[src/rtl/vend_pkg.sv]
package vend_pkg;
    localparam int unsigned CODE_W = 2;

    typedef enum logic [CODE_W-1:0] {
        CR_ZERO = 2'b00,
        CR_FIVE = 2'b01,
        CR_TEN  = 2'b10,
        CR_BAD  = 2'b11
    } credit_e;

    typedef enum logic [1:0] {
        COIN_NONE,
        COIN_NICKEL,
        COIN_DIME
    } coin_e;

    typedef struct packed {
        logic vend;
        logic change;
    } strobe_t;

    function automatic coin_e classify(input logic nk, input logic dm);
        if (nk && !dm) return COIN_NICKEL;
        if (dm && !nk) return COIN_DIME;
        return COIN_NONE;
    endfunction
endpackage

[src/rtl/vend_coin_decode.sv]
module vend_coin_decode
    import vend_pkg::*;
(
    input  logic  nickel_i,
    input  logic  dime_i,
    output coin_e coin_o
);
    always_comb coin_o = classify(nickel_i, dime_i);
endmodule

[src/rtl/vend_next.sv]
module vend_next
    import vend_pkg::*;
(
    input  logic    clk,
    input  logic    rst,
    input  credit_e cur_i,
    input  coin_e   coin_i,
    output credit_e nxt_o,
    output strobe_t out_o
);
    always_comb begin
        nxt_o = cur_i;
        out_o = '0;
        unique case (cur_i)
            CR_ZERO: begin
                if (coin_i == COIN_NICKEL) nxt_o = CR_FIVE;
                else if (coin_i == COIN_DIME) nxt_o = CR_TEN;
            end
            CR_FIVE: begin
                if (coin_i == COIN_NICKEL) nxt_o = CR_TEN;
                else if (coin_i == COIN_DIME) begin
                    nxt_o = CR_ZERO;
                    out_o.vend = 1'b1;
                end
            end
            CR_TEN: begin
                if (coin_i != COIN_NONE) begin
                    nxt_o = CR_ZERO;
                    out_o.vend = 1'b1;
                    out_o.change = (coin_i == COIN_DIME);
                end
            end
            default: nxt_o = CR_ZERO;
        endcase
    end

    // change only with vend
    a_r9_change_needs_vend: assert property (@(posedge clk) disable iff (rst)
        out_o.change |-> out_o.vend);
    // idle holds and stays quiet
    a_r7_idle_quiet: assert property (@(posedge clk) disable iff (rst)
        (coin_i == COIN_NONE && cur_i != CR_BAD) |-> (out_o == '0 && nxt_o == cur_i));
endmodule

[src/rtl/vend_state_reg.sv]
module vend_state_reg
    import vend_pkg::*;
(
    input  logic    clk,
    input  logic    rst,
    input  credit_e nxt_i,
    output credit_e cur_o
);
    always_ff @(posedge clk) begin
        if (rst) cur_o <= CR_ZERO;
        else     cur_o <= nxt_i;
    end

    // reset lands in zero credit
    a_r1_reset_zero: assert property (@(posedge clk)
        rst |=> cur_o == CR_ZERO);
endmodule

[src/rtl/vend_ctrl_top.sv]
module vend_ctrl_top
    import vend_pkg::*;
(
    input  logic       clk,
    input  logic       rst,
    input  logic       nickel_i,
    input  logic       dime_i,
    output logic       vend_o,
    output logic       change_o,
    output logic [1:0] credit_o
);
    coin_e   coin;
    credit_e cur, nxt;
    strobe_t stb;

    vend_coin_decode u_dec (.nickel_i(nickel_i), .dime_i(dime_i), .coin_o(coin));
    vend_next u_nxt (.clk(clk), .rst(rst), .cur_i(cur), .coin_i(coin), .nxt_o(nxt), .out_o(stb));
    vend_state_reg u_reg (.clk(clk), .rst(rst), .nxt_i(nxt), .cur_o(cur));

    assign vend_o   = stb.vend && !rst;
    assign change_o = stb.change && !rst;
    assign credit_o = cur;

    // unused code never reached
    a_r10_no_bad_code: assert property (@(posedge clk) disable iff (rst)
        credit_o != 2'b11);
    // dime at ten cents vends with change and clears
    a_r6_dime_at_ten: assert property (@(posedge clk) disable iff (rst)
        (credit_o == 2'b10 && dime_i && !nickel_i) |-> (vend_o && change_o) ##1 credit_o == 2'b00);
    // both coins at once are ignored
    a_r8_both_ignored: assert property (@(posedge clk) disable iff (rst)
        (nickel_i && dime_i) |-> (!vend_o && !change_o) ##1 $stable(credit_o));
    // vend always clears credit
    a_r4_vend_clears: assert property (@(posedge clk) disable iff (rst)
        vend_o |=> credit_o == 2'b00);
endmodule

[config.mk]
export PLATFORM = sky130hd
export DESIGN_NAME = vend_ctrl_top
export DESIGN_NICKNAME = d
export VERILOG_FILES = /design/src/rtl/vend_pkg.sv /design/src/rtl/vend_coin_decode.sv /design/src/rtl/vend_next.sv /design/src/rtl/vend_state_reg.sv /design/src/rtl/vend_ctrl_top.sv
export SDC_FILE = /design/constraint.sdc
export NUM_CORES = 1
export LEC_CHECK = 0
export BUFFER_PORTS_ARGS = -buffer_cell sky130_fd_sc_hd__buf_2
export CAP_MARGIN = 20
export CORE_AREA = 2 2 39 41
export CTS_CLUSTER_SIZE = 8
export DETAILED_ROUTE_END_ITERATION = 10
export DIE_AREA = 0 0 41 43
export GPL_TIMING_DRIVEN = 0
export PLACE_DENSITY_LB_ADDON = 0.12
export SLEW_MARGIN = 10
export SYNTH_ARGS = -nofsm -noshare
export SYNTH_HDL_FRONTEND = slang
export SYNTH_SLANG_ARGS = --single-unit
[constraint.sdc]
create_clock -name clk -period 2.1 [get_ports clk]
set_input_delay 0.63 -clock clk [delete_from_list [all_inputs] [get_ports clk]]
set_output_delay 0.63 -clock clk [all_outputs]
set_load 0.1 [all_outputs]
==> results.yml, run 1 <==
outcome:
  status: "finished, violations left"
  violations: "negative setup slack"
timing:
  setup_ws_ps: -71.3
  whs_ps: 526
  setup_viol: 1
  maxSlewViolCount: 0
  period_needed_ps: 2170
  rsz0062_at_grt: "yes"
  setup_tns_ps: -71.3
  hold_viol: 0
  fmax_ghz: 0.461
  min_period_over_period_pct: 103
  clock_skew_ps: 3.38
  slew-limit-headroom_pct: 68.0
  worst_pin_slew_ps: 484
detailed_routing:
  avgRoutedWirePerCell_um: 9.18
  num_vias: 240
  ant_nets: 0
  drc_errors: 0
  drt-total-wl_um: 514
  dr.pass1.iters: 4
  vias_per_cell: 4.29
  drt-initial-drc-count: 5
cells_and_area:
  antenna_cells: 0
  reg_top3: "u_reg.cur_o x2"
  syn_to_final_growth_pct: 79.2
  layout.nets: 52
  n_fill_cell: 154
  largest_register_ffs: 2
  stdcell_count: 56
  drive_above_1_share_pct: 50.0
  regMostFlops: "u_reg.cur_o"
synth:
  netlist-cell-type-count: 14
  ys_warn_count: 0
  yosys.area.top_type_share_pct: 33.7
  syn_nets: 38
  yosysTopAreaCell: "ha_1"
  synth_xor_area_share_pct: 0
  avgSynthCellArea_um2: 7.95
  ys_ff_latch: 2
  synthAdderAreaFrac_pct: 33.7
  synth-compound-area-share_pct: 17.4
  synth_area_um2: 223
  synthMuxAreaShare_pct: 0
  synthSimpleGateAreaFrac_pct: 20.8
  synth_top_family_by_area: "adder cells"
  ys_top_cells_by_area: "ha_1 (34%), dfxtp_1 (18%), inv_1 (10%)"
  ys_seq_area_share_pct: 18.0
  synthCells: 28
floorplan:
  ios: 8
  num_rows: 14
  start_util_pct: 16.1
  die-area_um2: 1760
  core_area_um2: 1380
  die_w_um: 41
  die_h_um: 43
worst_setup_path:
  required_ps: 1470
  path_cells: "buf_8, inv_4, ha_4, inv_2, a22oi_2, nor3b_4, buf_12"
  path_buf_inv: 4
  crit_family: "buffers and inverters"
  startpoint: "nickel_i"
  arrival_ps: 1540
  rr_endpoint: "u_reg.cur_o[0]"
  cp_slowest_stage_delay_ps: 240
  critPathMaxFanout: 2
  reg2regPathDepth: 5
  end_kind: "output port"
  crit_slowest_cell: "nor3b_4"
  worstSetupPathType: "primary input to output port"
  critPathLaunchType: "primary input"
  r2r-start: "u_reg.cur_o[1]"
  r2r_slack_ps: 790
pwr:
  power_density_nw_per_um2: 702
  peakVddDrop_uv: 182
  power.leakage_uw: 0.000176
placed_design:
  place_congestion: 0.597
  dp_hpwl_um: 413
  pre_cts_slack_ps: -293
  portBuffers: 7
  place_inst: 51
run:
  cap_violations: 0
hold_path:
  holdPathStages: 2
  hold_end: "u_reg.cur_o[0]"
  hold_path.class: "flop to flop"
  worstHoldStart: "u_reg.cur_o[0]"
cts:
  cts_tree: "done"
  numClockSinks: 2
  clk_pin_slew_ps: 30
  htree_levels: 1
  ctsLongestPathBuffers: 2
  cts-root-buf: "clkbuf_4"
  cts_buffers: 3
  clk_latency_ps: 230
global_routing:
  grt_pass1_wl_um: 759
  grt_max_degree: 6
  grtUsageTotal_pct: 6.50
  grt_pass1_vias: 193
  grt-ovfl-total: 0
  antenna_found_initial: 0
[cell usage after synthesis]
master	count
a211oi_1	1
a222oi_1	1
a22oi_1	1
a31oi_1	1
dfxtp_1	2
ha_1	6
inv_1	6
nand2_1	2
nand2b_1	1
nand3_1	2
nor2_1	2
nor3b_1	1
o31ai_1	1
or4_1	1
[cells in the final DEF (no fill, tap or decap)]
cell type and count:
a211oi_1 1, a222oi_1 1, a22oi_2 1, a31oi_1 1, buf_12 1, buf_2 3
buf_4 2, buf_6 2, buf_8 1, clkbuf_4 3, dfxtp_4 2, ha_1 5
ha_4 1, inv_1 4, inv_2 1, inv_4 1, nand2_1 2, nand2b_1 1
nand3_1 2, nor2_1 1, nor2_4 1, nor3b_4 1, o31ai_1 1, or4_1 1
[timing repair]
item / CTS / global route
endpoints found under the setup margin: 2 / 2
resized for setup: 6 / 5
hold buffers: 0 / 0
buffers inserted: 2 / 0
pin swaps: 2 / 3
hold endpoints to repair: 0 / 0
[kinds of logic (layout without fill, tap and decap cells)]
| logic type | count (synthesis) | in the layout |
|---|---|---|
| buffers and inverters | 6 | 18 |
| adder cells (fa/ha/maj) | 6 | 6 |
| AND/OR/NAND/NOR | 9 | 9 |
| AO/OA/AOI/OAI | 5 | 5 |
| flip-flops | 2 | 2 |
[how the worst max path moves through the flow]
stage / to / slack (ps) / cells after the start
floorplan: vend_o / -370 / 5
global placement: vend_o / -300 / 6
detailed placement: vend_o / -290 / 6
CTS: vend_o / -80 / 7
global route: vend_o / -100 / 7
finish: vend_o / -70 / 7
[area by class of cell]
type	instances	area (um^2)	area share, %
tap	16	20.0	5.02
inverter	6	25.0	6.27
timing repair buffer	9	87.6	21.9
sequential	2	47.5	11.9
clock buffer	3	22.5	5.64
multi-input combinational	20	196	49.2
[layer usage]
metal  vias to the layer above  routed length (um)  part of all wire, %  track usage, %
li1                        121                   -                    -               -
met1                       110                 216                   42            8.25
met4                         0                  12                  2.3            6.00
met2                         7                 247                   48            8.44
met5                         -                   0                    0               0
met3                         2                  38                  7.4            1.57
[worst register-to-register path: stages, from the launching register on]
cell,delay (ps)
dfxtp_4,330
inv_1,90
ha_1,220
nor2_1,70
or4_1,390
a31oi_1,130
[stage by stage]
step	power, uW	area [um^2]	utilization [%]
after floorplan	161	269	-
after global placement	187	324	23.4
after detailed placement	186	324	23.4
after CTS	283	382	27.6
after global routing	298	399	28.8
final	280	399	28.8
[power by group]
| part | switching, uW | internal (uW) |
|---|---|---|
| sequential | 4.56 | 45.8 |
| combinational | 95.9 | 49.1 |
| clock | 21.7 | 62.9 |
| total | 122 | 158 |
(Power assumes the default switching activity.)
==> inputs of run 2 (changes only) <==
--- a/config.mk
+++ b/config.mk
@@ -6,7 +6,9 @@
 export NUM_CORES = 1
 export LEC_CHECK = 0
 export BUFFER_PORTS_ARGS = -buffer_cell sky130_fd_sc_hd__buf_2
-export CAP_MARGIN = 20
+export CAP_MARGIN = 10
+export CELL_PAD_IN_SITES_DETAIL_PLACEMENT = 1
+export CELL_PAD_IN_SITES_GLOBAL_PLACEMENT = 1
 export CORE_AREA = 2 2 39 41
 export CTS_CLUSTER_SIZE = 8
 export DETAILED_ROUTE_END_ITERATION = 10
==> run 2 against run 1 <==
The run still ends with negative setup slack left. Sequential power about the same. Clock skew increased by 2.4 ps. Clock-buffer cell count unchanged. Global-route usage grew 2.3 points. Clock power up 10%. Via count increased by 2.9%. Core utilization down 0.63 points. Fmax shrank 0.57%. Hold slack better by 10 ps. Register-to-register slack worse by 40 ps. First-iteration DRC count rose to 3.0 times the previous value. Critical endpoint unchanged. Largest cell class unchanged.
==> results.yml, run 2 (same netlist as run 1, synthesis figures left out) <==
worst_setup_path:
  arrival_ps: 1550
  required_ps: 1470
  end_kind: "output port"
  worstSetupPathType: "primary input to output port"
  r2r_slack_ps: 750
  critPathMaxFanout: 2
  critPathLaunchType: "primary input"
placed_design:
  portBuffers: 7
  place_congestion: 0.659
  dp_hpwl_um: 514
  place_area_um2: 324
pwr:
  power_density_nw_per_um2: 744
  design_power_total_uw: 290
  power.leakage_uw: 0.000170
  peakVddDrop_uv: 178
cells_and_area:
  drive_above_1_share_pct: 48.7
  final_cell_mix: "ha_1 (5), inv_1 (4), clkbuf_4 (3), buf_2 (3)"
  layout.nets: 51
  syn_to_final_growth_pct: 75.3
  n_fill_cell: 164
  antenna_cells: 0
  regMostFlops: "u_reg.cur_o"
  post-route-cell-area_um2: 390
  largest_register_ffs: 2
  final_common_cell: "ha_1"
  reg_top3: "u_reg.cur_o x2"
hold_path:
  hold_path.class: "flop to flop"
timing:
  setup_ws_ps: -83.8
  whs_ps: 536
  fmax_ghz: 0.458
  hold_viol: 0
  setup_viol: 1
  clock_skew_ps: 5.79
  worst_pin_slew_ps: 485
  maxSlewViolCount: 0
  rsz0062_at_grt: "yes"
  period_needed_ps: 2180
  slew-limit-headroom_pct: 67.9
  min_period_over_period_pct: 104
outcome:
  violations: "negative setup slack"
  status: "finished, violations left"
global_routing:
  grt_pass1_vias: 221
  grt-ovfl-total: 0
  grt_max_degree: 6
  antenna_found_initial: 0
  grtUsageTotal_pct: 8.80
  grt_pass1_wl_um: 952
cts:
  htree_levels: 1
  ctsLongestPathBuffers: 2
  cts-root-buf: "clkbuf_4"
  cts_buffers: 3
  numClockSinks: 2
  cts_tree: "done"
  clk_pin_slew_ps: 30
  clk_latency_ps: 240
detailed_routing:
  drt-initial-drc-count: 15
  vias_per_cell: 4.49
  ant_nets: 0
  num_vias: 247
  avgRoutedWirePerCell_um: 12.4
  dr.pass1.iters: 4
  drc_errors: 0
  drt-total-wl_um: 684
floorplan:
  ios: 8
  die_h_um: 43
  die-area_um2: 1760
  num_rows: 14
  start_util_pct: 16.1
  die_w_um: 41
  core_area_um2: 1380
run:
  cap_violations: 0
[run 2: worst paths after layout]
kind | from | endpoint | cells past startpoint
max | nickel_i | vend_o | 7
min | u_reg.cur_o[0] | u_reg.cur_o[0] | 2
max reg2reg | u_reg.cur_o[1] | u_reg.cur_o[0] | 5
min reg2reg | u_reg.cur_o[0] | u_reg.cur_o[0] | 2
[run 2: worst max-delay path: stages]
cell and delay [ps]:
buf_8 100, inv_6 50, ha_4 200, inv_2 50
a22oi_2 90, nor3b_4 240, buf_12 200
[run 2: through the flow]
step           setup WS, ps  utilization (%)  TNS, ps  instances
2_1_floorplan          -374                -     -374         28
3_3_place_gp           -294             23.4     -328         51
3_5_place_dp           -311             23.4     -368         51
4_1_cts                -107             26.3     -107         54
5_1_grt                -107             28.2     -107         55
6_report              -83.8             28.2    -83.8         55
[run 2: layout make-up]
type	instances	area, um^2	area share [%]
repair buffers	8	76.3	19.6
flip-flops and latches	2	47.5	12.2
clock buffers	3	22.5	5.77
inverters	6	27.5	7.05
multi-input cells	20	196	50.3
well taps	16	20.0	5.13
[run 2: repair_timing]
action                                  in CTS  in global routing
hold buffers                                 0                  0
setup buffers                                0                  1
endpoints found under the setup margin       2                  2
resized for setup                            5                  6
pin swaps                                    1                  3
[run 2: per-layer routing]
layer	track usage, %	vias to the layer above	wire, um
li1	-	121	-
met1	10.2	115	259
met2	11.9	8	369
met3	0	3	26
met4	12.0	0	28
met5	0	-	0
[run 2: report_power, final]
group / switching (uW) / total, uW / internal [uW]
clock: 29.8 / 93.4 / 63.6
sequential: 4.56 / 50.3 / 45.8
combinational: 99.3 / 147 / 47.4
total: 134 / 290 / 157
==> inputs of run 3 (changes only) <==
==> constraint.sdc (replaced) <==
create_clock -name clk -period 2.4 [get_ports clk]
set_input_delay 0.72 -clock clk [delete_from_list [all_inputs] [get_ports clk]]
set_output_delay 0.72 -clock clk [all_outputs]
set_load 0.1 [all_outputs]
==> run 3 against run 2 <==
The run now ends clean. Global-route usage unchanged. Combinational power down 14%. Via count down 0.40%. Critical path depth unchanged. Die area unchanged. Sequential share of layout area up 0.49 points. Hold slack about the same. Final area down 3.8%. Largest cell class unchanged. Flip-flop and latch count unchanged. Sequential power down 12%. Clock-buffer cell count unchanged. Clock skew about the same. Critical path type unchanged.
==> results.yml, run 3 (same netlist as run 1, synthesis figures left out) <==
outcome:
  status: "finished, final reports clean"
worst_setup_path:
  required_ps: 1680
  worstSetupPathType: "primary input to output port"
  end_kind: "output port"
  r2r_slack_ps: 1050
  path_cells: "buf_6, inv_4, ha_4, inv_2, a22oi_2, nor3b_4, buf_12"
  cp_slowest_stage_delay_ps: 240
  r2r-start: "u_reg.cur_o[1]"
  crit_slowest_cell: "nor3b_4"
  reg2regPathDepth: 5
  critPathLaunchType: "primary input"
  path_buf_inv: 4
  critPathMaxFanout: 2
  crit_family: "buffers and inverters"
  arrival_ps: 1650
  rr_endpoint: "u_reg.cur_o[0]"
placed_design:
  portBuffers: 7
  place_inst: 51
  place_congestion: 0.659
  dp_hpwl_um: 514
timing:
  period_needed_ps: 2370
  slew-limit-headroom_pct: 67.5
  rsz0062_at_grt: "no"
  maxSlewViolCount: 0
  hold_viol: 0
  min_period_over_period_pct: 98.6
  fmax_ghz: 0.422
  setup_viol: 0
  clock_skew_ps: 5.58
  worst_pin_slew_ps: 491
cts:
  htree_levels: 1
  numClockSinks: 2
  cts_tree: "done"
  ctsLongestPathBuffers: 2
  clk_latency_ps: 240
  clk_pin_slew_ps: 30
  hold_buffers: 0
  cts-root-buf: "clkbuf_4"
  cts_buffers: 3
floorplan:
  num_rows: 14
  start_util_pct: 16.1
  die_w_um: 41
  die-area_um2: 1760
  core_area_um2: 1380
  ios: 8
  die_h_um: 43
global_routing:
  grt_max_degree: 6
  grt_pass1_wl_um: 952
  grt-ovfl-total: 0
  grtUsageTotal_pct: 8.80
  antenna_found_initial: 0
  grt_pass1_vias: 221
cells_and_area:
  n_fill_cell: 166
  reg_top3: "u_reg.cur_o x2"
  regMostFlops: "u_reg.cur_o"
  layout.nets: 51
  regArea_um2: 47.5
  largest_register_ffs: 2
  antenna_cells: 0
  syn_to_final_growth_pct: 68.5
  drive_above_1_share_pct: 48.7
  stdcell_count: 55
  utilization_pct: 27.1
  multi_input_area_um2: 196
  final_cell_mix: "ha_1 (5), buf_2 (5), inv_1 (4)"
hold_path:
  worstHoldStart: "u_reg.cur_o[0]"
  holdPathStages: 2
  hold_path.class: "flop to flop"
  hold_end: "u_reg.cur_o[0]"
pwr:
  design_power_total_uw: 252
  power_density_nw_per_um2: 670
  power.leakage_uw: 0.000167
  peakVddDrop_uv: 156
detailed_routing:
  drt-initial-drc-count: 15
  ant_nets: 0
  num_vias: 246
  drc_errors: 0
  dr.pass1.iters: 4
  drt-total-wl_um: 670
  vias_per_cell: 4.47
  avgRoutedWirePerCell_um: 12.2
run:
  cap_violations: 0
-- run 3: layer usage --
layer | routed length, um | global-route usage [%] | share of wire [%] | vias up
met5 | 0 | 0 | 0 | -
met4 | 28 | 12.0 | 4.2 | 0
met3 | 26 | 0 | 3.9 | 3
met2 | 355 | 11.9 | 53 | 8
met1 | 259 | 10.2 | 39 | 114
li1 | - | - | - | 121
-- run 3: area by class of cell --
type | count | share of cell area [%]
inverters | 6 | 6.67
flip-flops and latches | 2 | 12.7
clock buffers | 3 | 6.00
well taps | 16 | 5.33
repair buffers | 8 | 17.0
multi-input cells | 20 | 52.3
-- run 3: stage by stage --
stage	setup WS (ps)	setup TNS [ps]	area, um^2	hold slack [ps]
after floorplan	-254	-254	269	641
after global placement	-174	-174	324	524
after detailed placement	-191	-191	324	519
after CTS	13.5	0	362	542
after global routing	8.61	0	375	583
final	32.7	0	375	536
-- run 3: worst reg2reg max path: stages, from the launching register on --
cell and delay, ps:
dfxtp_4 330, inv_1 90, ha_1 240, nor2_1 70, or4_1 410, a31oi_1 140
-- run 3: worst max-delay path by stage --
stage | startpoint | to | depth (start not counted)
6_report | nickel_i | vend_o | 7
5_1_grt | nickel_i | vend_o | 7
4_1_cts | dime_i | vend_o | 6
3_5_place_dp | dime_i | vend_o | 6
3_3_place_gp | dime_i | vend_o | 6
2_1_floorplan | nickel_i | vend_o | 5
-- run 3: timing repair --
action,CTS,global route
setup buffers,0,1
gates resized for setup,4,2
endpoints found under the setup margin,1,1
pin swaps,1,3
-- run 3: power breakdown --
group / switching, uW / total, uW / internal (uW)
registers: 3.99 / 44.1 / 40.1
clock network: 26.0 / 81.6 / 55.6
logic: 86.3 / 126 / 39.6
total: 116 / 252 / 135
